==> src/rtl/dmac_bank_pkg.sv <==
// Package: register word addresses and summary bit positions shared by the
// control bank, its checker and its bench. Assumes a word-addressed bus.
package dmac_bank_pkg;
    localparam int unsigned A_CTRL     = 0;
    localparam int unsigned A_SUMMARY  = 1;
    localparam int unsigned A_EN_SET   = 2;
    localparam int unsigned A_EN_CLR   = 3;
    localparam int unsigned A_ACTIVE   = 4;
    localparam int unsigned A_BUSY     = 5;
    localparam int unsigned A_ERR      = 6;
    localparam int unsigned A_IEN_SET  = 7;
    localparam int unsigned A_IEN_CLR  = 8;
    localparam int unsigned A_FLAGA    = 9;
    localparam int unsigned A_FLAGB    = 10;
    localparam int unsigned A_VALID    = 11;
    localparam int unsigned A_TRIG     = 12;
    localparam int unsigned A_ABORT    = 13;

    localparam int unsigned NUM_FLAGS  = 3;
    localparam int unsigned NUM_PULSES = 3;
    localparam int unsigned SUM_INT_BIT = 1;
    localparam int unsigned SUM_ERR_BIT = 2;

    // Flag set k: 0 error, 1 completion A, 2 completion B.
    function automatic int unsigned flag_addr(input int unsigned k);
        case (k)
            0:       return A_ERR;
            1:       return A_FLAGA;
            default: return A_FLAGB;
        endcase
    endfunction

    // Pulse group k: 0 valid, 1 trigger, 2 abort.
    function automatic int unsigned pulse_addr(input int unsigned k);
        case (k)
            0:       return A_VALID;
            1:       return A_TRIG;
            default: return A_ABORT;
        endcase
    endfunction
endpackage

==> src/rtl/dmac_mask_pair.sv <==
// Module: mask register written through separate set and clear strobes.
// Assumes set and clear strobes come from distinct addresses; if both are
// ever high together, set wins.
module dmac_mask_pair #(
    parameter int unsigned W = 16
) (
    input  logic         clk,
    input  logic         rst_n,
    input  logic         set_we,
    input  logic         clr_we,
    input  logic [W-1:0] wdata,
    output logic [W-1:0] mask_q
);
    logic [W-1:0] set_bits;
    logic [W-1:0] clr_bits;

    // Qualify write data with the strobes.
    always_comb begin
        set_bits = set_we ? wdata : '0;
        clr_bits = clr_we ? wdata : '0;
    end

    // Mask update: clear selected bits, then set selected bits.
    always_ff @(posedge clk) begin
        if (!rst_n) mask_q <= '0;
        else        mask_q <= (mask_q & ~clr_bits) | set_bits;
    end
endmodule

==> src/rtl/dmac_w1c_flags.sv <==
// Module: sticky flags set by engine events and cleared by write-one.
// Assumes events are one-cycle pulses; an event in the same cycle as a
// clear of that bit keeps the bit set so no event is lost.
module dmac_w1c_flags #(
    parameter int unsigned W = 16
) (
    input  logic         clk,
    input  logic         rst_n,
    input  logic         clr_we,
    input  logic [W-1:0] wdata,
    input  logic [W-1:0] evt,
    output logic [W-1:0] flags_q
);
    logic [W-1:0] clr_bits;

    // Bits the bus asks to clear this cycle.
    always_comb clr_bits = clr_we ? wdata : '0;

    // Flag update with the event taking priority over the clear.
    always_ff @(posedge clk) begin
        if (!rst_n) flags_q <= '0;
        else        flags_q <= (flags_q & ~clr_bits) | evt;
    end
endmodule

==> src/rtl/dmac_pulse_gen.sv <==
// Module: turns a command write into a one-cycle pulse on selected channels.
// Assumes the caller qualifies fire with the global enable.
module dmac_pulse_gen #(
    parameter int unsigned W = 16
) (
    input  logic         clk,
    input  logic         rst_n,
    input  logic         fire,
    input  logic [W-1:0] wdata,
    output logic [W-1:0] pulse_q
);
    // Register the pulse for exactly the cycle after the write.
    always_ff @(posedge clk) begin
        if (!rst_n)    pulse_q <= '0;
        else if (fire) pulse_q <= wdata;
        else           pulse_q <= '0;
    end
endmodule

==> src/rtl/dmac_ctrl_bank.sv <==
// Module: shared control and status register bank of a multi-channel DMA
// controller. Decodes single-cycle writes, reads combinationally, keeps
// enable and interrupt masks and sticky flags, and drives per-channel
// command pulses. Assumes NCH < DATA_W and a word-addressed bus.
module dmac_ctrl_bank
    import dmac_bank_pkg::*;
#(
    parameter int unsigned NCH    = 16,
    parameter int unsigned DATA_W = 32,
    parameter int unsigned ADDR_W = 4
) (
    input  logic              clk,
    input  logic              rst_n,
    input  logic              reg_wen,
    input  logic [ADDR_W-1:0] reg_addr,
    input  logic [DATA_W-1:0] reg_wdata,
    output logic [DATA_W-1:0] reg_rdata,
    output logic [NCH-1:0]    ch_enable,
    output logic [NCH-1:0]    ch_valid_pulse,
    output logic [NCH-1:0]    ch_trig_pulse,
    output logic [NCH-1:0]    ch_abort_pulse,
    input  logic [NCH-1:0]    ch_active,
    input  logic [NCH-1:0]    ch_busy,
    input  logic [NCH-1:0]    ch_err_evt,
    input  logic [NCH-1:0]    ch_inta_evt,
    input  logic [NCH-1:0]    ch_intb_evt,
    output logic              irq
);
    localparam int unsigned NREG = 2 ** ADDR_W;

    logic [NREG-1:0]               wr_hit;
    logic [NCH-1:0]                wr_mask;
    logic                          ctrl_en_q;
    logic [NCH-1:0]                en_q;
    logic [NCH-1:0]                ien_q;
    logic [NUM_FLAGS-1:0][NCH-1:0] flag_evt;
    logic [NUM_FLAGS-1:0][NCH-1:0] flag_q;
    logic [NUM_PULSES-1:0][NCH-1:0] pulse_q;
    logic [NCH-1:0]                err_q;
    logic [NCH-1:0]                inta_q;
    logic [NCH-1:0]                intb_q;
    logic                          sum_int;
    logic                          sum_err;
    logic [DATA_W-1:0]             summary_word;
    logic                          unused_wdata;

    // One-hot write decode per register word.
    always_comb begin
        for (int k = 0; k < NREG; k++) begin
            wr_hit[k] = reg_wen && (reg_addr == ADDR_W'(k));
        end
    end

    // Channel slice of the write data; upper bits feed no register.
    always_comb wr_mask = reg_wdata[NCH-1:0];
    assign unused_wdata = ^reg_wdata[DATA_W-1:NCH];

    // Global controller enable bit.
    always_ff @(posedge clk) begin
        if (!rst_n)               ctrl_en_q <= 1'b0;
        else if (wr_hit[A_CTRL])  ctrl_en_q <= reg_wdata[0];
    end

    dmac_mask_pair #(.W(NCH)) u_en_mask (
        .clk    (clk),
        .rst_n  (rst_n),
        .set_we (wr_hit[A_EN_SET]),
        .clr_we (wr_hit[A_EN_CLR]),
        .wdata  (wr_mask),
        .mask_q (en_q)
    );

    dmac_mask_pair #(.W(NCH)) u_ien_mask (
        .clk    (clk),
        .rst_n  (rst_n),
        .set_we (wr_hit[A_IEN_SET]),
        .clr_we (wr_hit[A_IEN_CLR]),
        .wdata  (wr_mask),
        .mask_q (ien_q)
    );

    // Route engine events to the matching flag set.
    always_comb begin
        flag_evt[0] = ch_err_evt;
        flag_evt[1] = ch_inta_evt;
        flag_evt[2] = ch_intb_evt;
    end

    for (genvar f = 0; f < NUM_FLAGS; f++) begin : g_flags
        dmac_w1c_flags #(.W(NCH)) u_flags (
            .clk     (clk),
            .rst_n   (rst_n),
            .clr_we  (wr_hit[flag_addr(f)]),
            .wdata   (wr_mask),
            .evt     (flag_evt[f]),
            .flags_q (flag_q[f])
        );
    end

    for (genvar p = 0; p < NUM_PULSES; p++) begin : g_pulses
        dmac_pulse_gen #(.W(NCH)) u_pulse (
            .clk     (clk),
            .rst_n   (rst_n),
            .fire    (wr_hit[pulse_addr(p)] && ctrl_en_q),
            .wdata   (wr_mask),
            .pulse_q (pulse_q[p])
        );
    end

    // Name the flag sets and pulse groups for readability.
    always_comb begin
        err_q          = flag_q[0];
        inta_q         = flag_q[1];
        intb_q         = flag_q[2];
        ch_valid_pulse = pulse_q[0];
        ch_trig_pulse  = pulse_q[1];
        ch_abort_pulse = pulse_q[2];
    end

    // Channel enables reach the engines only under the global enable.
    always_comb ch_enable = ctrl_en_q ? en_q : '0;

    // Summary word from interrupt-enabled channels only.
    always_comb begin
        sum_int      = |((inta_q | intb_q) & ien_q);
        sum_err      = |(err_q & ien_q);
        summary_word = '0;
        summary_word[SUM_INT_BIT] = sum_int;
        summary_word[SUM_ERR_BIT] = sum_err;
    end

    // Level interrupt output.
    always_comb irq = sum_int | sum_err;

    // Combinational read mux; write-only and unused words read zero.
    always_comb begin
        reg_rdata = '0;
        case (int'(reg_addr))
            A_CTRL:    reg_rdata[0] = ctrl_en_q;
            A_SUMMARY: reg_rdata = summary_word;
            A_EN_SET:  reg_rdata[NCH-1:0] = en_q;
            A_ACTIVE:  reg_rdata[NCH-1:0] = ch_active;
            A_BUSY:    reg_rdata[NCH-1:0] = ch_busy;
            A_ERR:     reg_rdata[NCH-1:0] = err_q;
            A_IEN_SET: reg_rdata[NCH-1:0] = ien_q;
            A_FLAGA:   reg_rdata[NCH-1:0] = inta_q;
            A_FLAGB:   reg_rdata[NCH-1:0] = intb_q;
            default:   reg_rdata = '0;
        endcase
    end
endmodule

==> config.mk <==
export PLATFORM = sky130hd
export DESIGN_NAME = dmac_ctrl_bank
export DESIGN_NICKNAME = d
export VERILOG_FILES = /design/src/rtl/dmac_bank_pkg.sv /design/src/rtl/dmac_mask_pair.sv /design/src/rtl/dmac_w1c_flags.sv /design/src/rtl/dmac_pulse_gen.sv /design/src/rtl/dmac_ctrl_bank.sv
export SDC_FILE = /design/constraint.sdc
export NUM_CORES = 1
export LEC_CHECK = 0
export BUFFER_PORTS_ARGS = -buffer_cell sky130_fd_sc_hd__buf_4
export CAP_MARGIN = 30
export CORE_ASPECT_RATIO = 1.25
export CORE_MARGIN = 1
export CORE_UTILIZATION = 45
export DETAILED_ROUTE_END_ITERATION = 16
export PLACE_DENSITY_LB_ADDON = 0.25
export SLEW_MARGIN = 20
export SYNTH_ARGS = -nofsm -noshare
export SYNTH_HDL_FRONTEND = slang
export SYNTH_SLANG_ARGS = --single-unit
export TNS_END_PERCENT = 20
==> constraint.sdc <==
create_clock -name clk -period 1.1 [get_ports clk]
set_input_delay 0.055 -clock clk [delete_from_list [all_inputs] [get_ports clk]]
set_output_delay 0.055 -clock clk [all_outputs]
set_load 0.03 [all_outputs]
==> reports/metrics.csv <==
metric,value,unit
crit-path most repeated cell,buf_4,
CTS tree,yes,
critical-path cell list,"a22o_1, a221oi_2, buf_4, and4_1, o211ai_1, buf_4",
switching share of total power,25.3,%
register bit total from synthesis,129,
vias per std cell,5.79,
final wirelength,24400,um
CTS sink cnt,129,
area of the multi-input gates,3180,um2
Synth-to-Final Area Change,72.9,%
failing checks,setup timing,
ANT cells,0,
critical path endpoint category,output pin,
clock root buffer,clkbuf_16,
Tcrit/Tclk final,175,%
status,finished with violations,
count of cell types in the netlist,44,
type of origin of the critical path,flop,
Logic pwr share,15.9,%
crit path DAT,1.87,ns
Final HPWL DP,16300,um
ys async rst share,0,%
Yosys warning count,0,
"Top FF cell, synth",dfxtp_1,
RSZ-0062 raised after global routing,true,
number of antenna violations at the first check in global routing,1,
peak supply drop,883,uV
WP buf/inv,2,
H-Tree Depth,4,
Setup TNS Final,-12.79,ns
"Clk Latency, worst-skew pair",0.41,ns
DR WL/cell,21.2,um
P per Cell Area,1300,nW/um2
Register Area,2620,um2
Leakage,4.29,nW
GR Overflow Total,0,
Power Internal,0.00967,W
nets,1093,
Yosys top cell by area,dfxtp_1,
Sequential Power Share,38.2,%
starting DRC count in detailed routing,489,
Placer Congestion,0.981,
hold crit path type,input port to flop,
WP data required,1.04,ns
Setup-failing EPs final,37,
r2r startpoint,ctrl_en_q$_SDFFE_PN0P_,
hold_sp,reg_wen,
top post-synthesis cells by count,"129 x dfxtp_1, 65 x a21boi_0, 53 x o21ai_0, 48 x o21a_1, 41 x nand2_1",
Hold WS,0.127,ns
CP Max Fanout,2,
DIE HEIGHT,128,um
Final Max Tran Viols,0,
Post-synth EDFFs,0,
Post-route DRC,0,
synthesized area,5760,um2
Max-slew headroom,56.8,%
first-pass GRT wire length,35800,um
P_sw,0.00327,W
synth top area cells,"dfxtp_1 45%, a21boi_0 8.5%, o21a_1 6.3%",
GRT Resource Usage Total,36.8,%
input/output buffers,183,
Die Span X,103,um
Crit path max-delay family,compound AO/OA/AOI/OAI gates,
Slowest cell on crit path,dfxtp_2,
clk buf depth,2,
"Avg Cell Area, Syn",9.16,um2
register area share after synthesis,44.9,%
share of cells above drive strength 1,44.0,%
worst setup path class,flop to output pin,
clock share of power,45.9,%
Synth top area share,44.9,%
Top Ports,216,
largest net degree at the start of global routing,52,
area of the die,13200,um2
fill count,783,
vias in the first global route,6614,
Final min period,1.93,ns
Least-Margin Pin Slew,0.647,ns
clock skew,0.00787,ns
cell row count,45,
drt pass-1 iters,6,
max_cap viols,0,
Placeable Area,12300,um2
CP max stage delay,0.32,ns
Vias,6663,
most frequent cell after synthesis,dfxtp_1,
total CTS buffers,17,
Setup WS post-layout,-0.826,ns
Hold Fails Final Rpt,0,
crit path from,g_flags[0].u_flags.flags_q[6]$_SDFF_PN0_,
Routed Antenna Nets,0,
starting density of the core,46.7,%
fmax,0.519,GHz
"Clk pin slew, worst setup/hold paths",0.06,ns
Post-Synthesis Cells,628,
[flip-flops by register name (all words and copies together), names as in the netlist]
signal,cells
u_ien_mask.mask_q,16
g_pulses.u_pulse.pulse_q,48
ctrl_en_q,1
g_flags.u_flags.flags_q,48
u_en_mask.mask_q,16
[power by group through the flow]
stage | Clock (W) | Combinational, W | Sequential [W]
floorplan | 0 | 0.000832 | 0.00499
global placement | 0 | 0.00169 | 0.00500
detailed placement | 0 | 0.00170 | 0.00501
CTS | 0.00594 | 0.00195 | 0.00493
global route | 0.00619 | 0.00215 | 0.00495
finish | 0.00594 | 0.00206 | 0.00494
[final timing paths]
kind	cells after the start	slack, ns	endpoint
worst max-delay path	6	-0.83	reg_rdata[2]
worst min-delay path	4	0.13	ctrl_en_q$_SDFFE_PN0P_
worst max register to register	4	-0.02	g_pulses[1].u_pulse.pulse_q[11]$_SDFF_PN0_
worst min register to register	2	0.49	u_ien_mask.mask_q[7]$_SDFF_PN0_
[area by class of cell]
cell class                 instances  area share, %
clock inverter                    13           1.89
clock buffer                      18           4.31
tap                              164           2.06
multi-input combinational        435           32.0
timing repair buffer             374           32.8
sequential                       129           26.3
inverter                          17          0.641
[logic make-up after synthesis]
| logic type | synth area share (%) |
|---|---|
| simple gates | 15.2 |
| other cells | 0.0652 |
| flops | 44.9 |
| compound gates | 29.2 |
| buf+inv | 7.17 |
| mux | 3.48 |
[metal layers]
metal | track usage (%) | vias up | wire (um)
li1 | - | 2952 | -
met3 | 8.75 | 93 | 2300
met1 | 44.7 | 3184 | 9130
met5 | 0 | - | 13
met4 | 20.8 | 2 | 1200
met2 | 59.1 | 432 | 11800
[what timing repair did]
action / CTS / global route
setup buffers: 1 / 1
resized for setup: 86 / 47
endpoints found under the setup margin: 81 / 89
hold buffers: 64 / 0
pin swaps: 16 / 8
hold endpoints to repair: 81 / 0
[metrics by stage]
step           power [W]  cells  setup WS (ns)  cell area [um2]  utilization (%)
6_report          0.0129   1150         -0.826             9950             80.7
4_1_cts           0.0128   1150         -0.824             9750             79.0
2_1_floorplan    0.00582    643         -0.155             5960                -
3_5_place_dp     0.00671   1055         -0.414             8210             66.6
3_3_place_gp     0.00669   1055         -0.398             8210             66.6
5_1_grt           0.0133   1150         -0.862             9950             80.7
[worst min-delay path, stage by stage]
cell	delay, ns
buf_4	0.16
nand3_1	0.10
mux2i_1	0.08
nor2b_1	0.09
[cell usage in the layout (no fill, tap or decap), types with 5 or more instances in the layout]
master	synthesis	layout
nand4_1	6	6
a2bb2oi_1	9	5
buf_12	0	11
clkinv_4	0	5
a22oi_1	10	10
a22o_1	8	8
o21ai_0	53	39
nor2_2	3	5
dlygate4sd3_1	0	64
conb_1	1	16
nor2_1	11	8
and2_1	17	14
o21ai_1	0	6
nand3_1	12	7
a21boi_1	14	15
nor4_2	0	14
buf_6	1	42
dfxtp_1	129	104
o21a_1	48	48
inv_1	17	17
nor2b_1	5	5
mux2i_1	20	16
clkbuf_16	0	17
buf_4	24	257
a21boi_0	65	64
nand3_2	1	5
nand2_1	41	38
a222oi_1	6	6
nor3_1	34	30
dfxtp_2	0	23
o21ai_2	0	6
(Power assumes the default switching activity.)
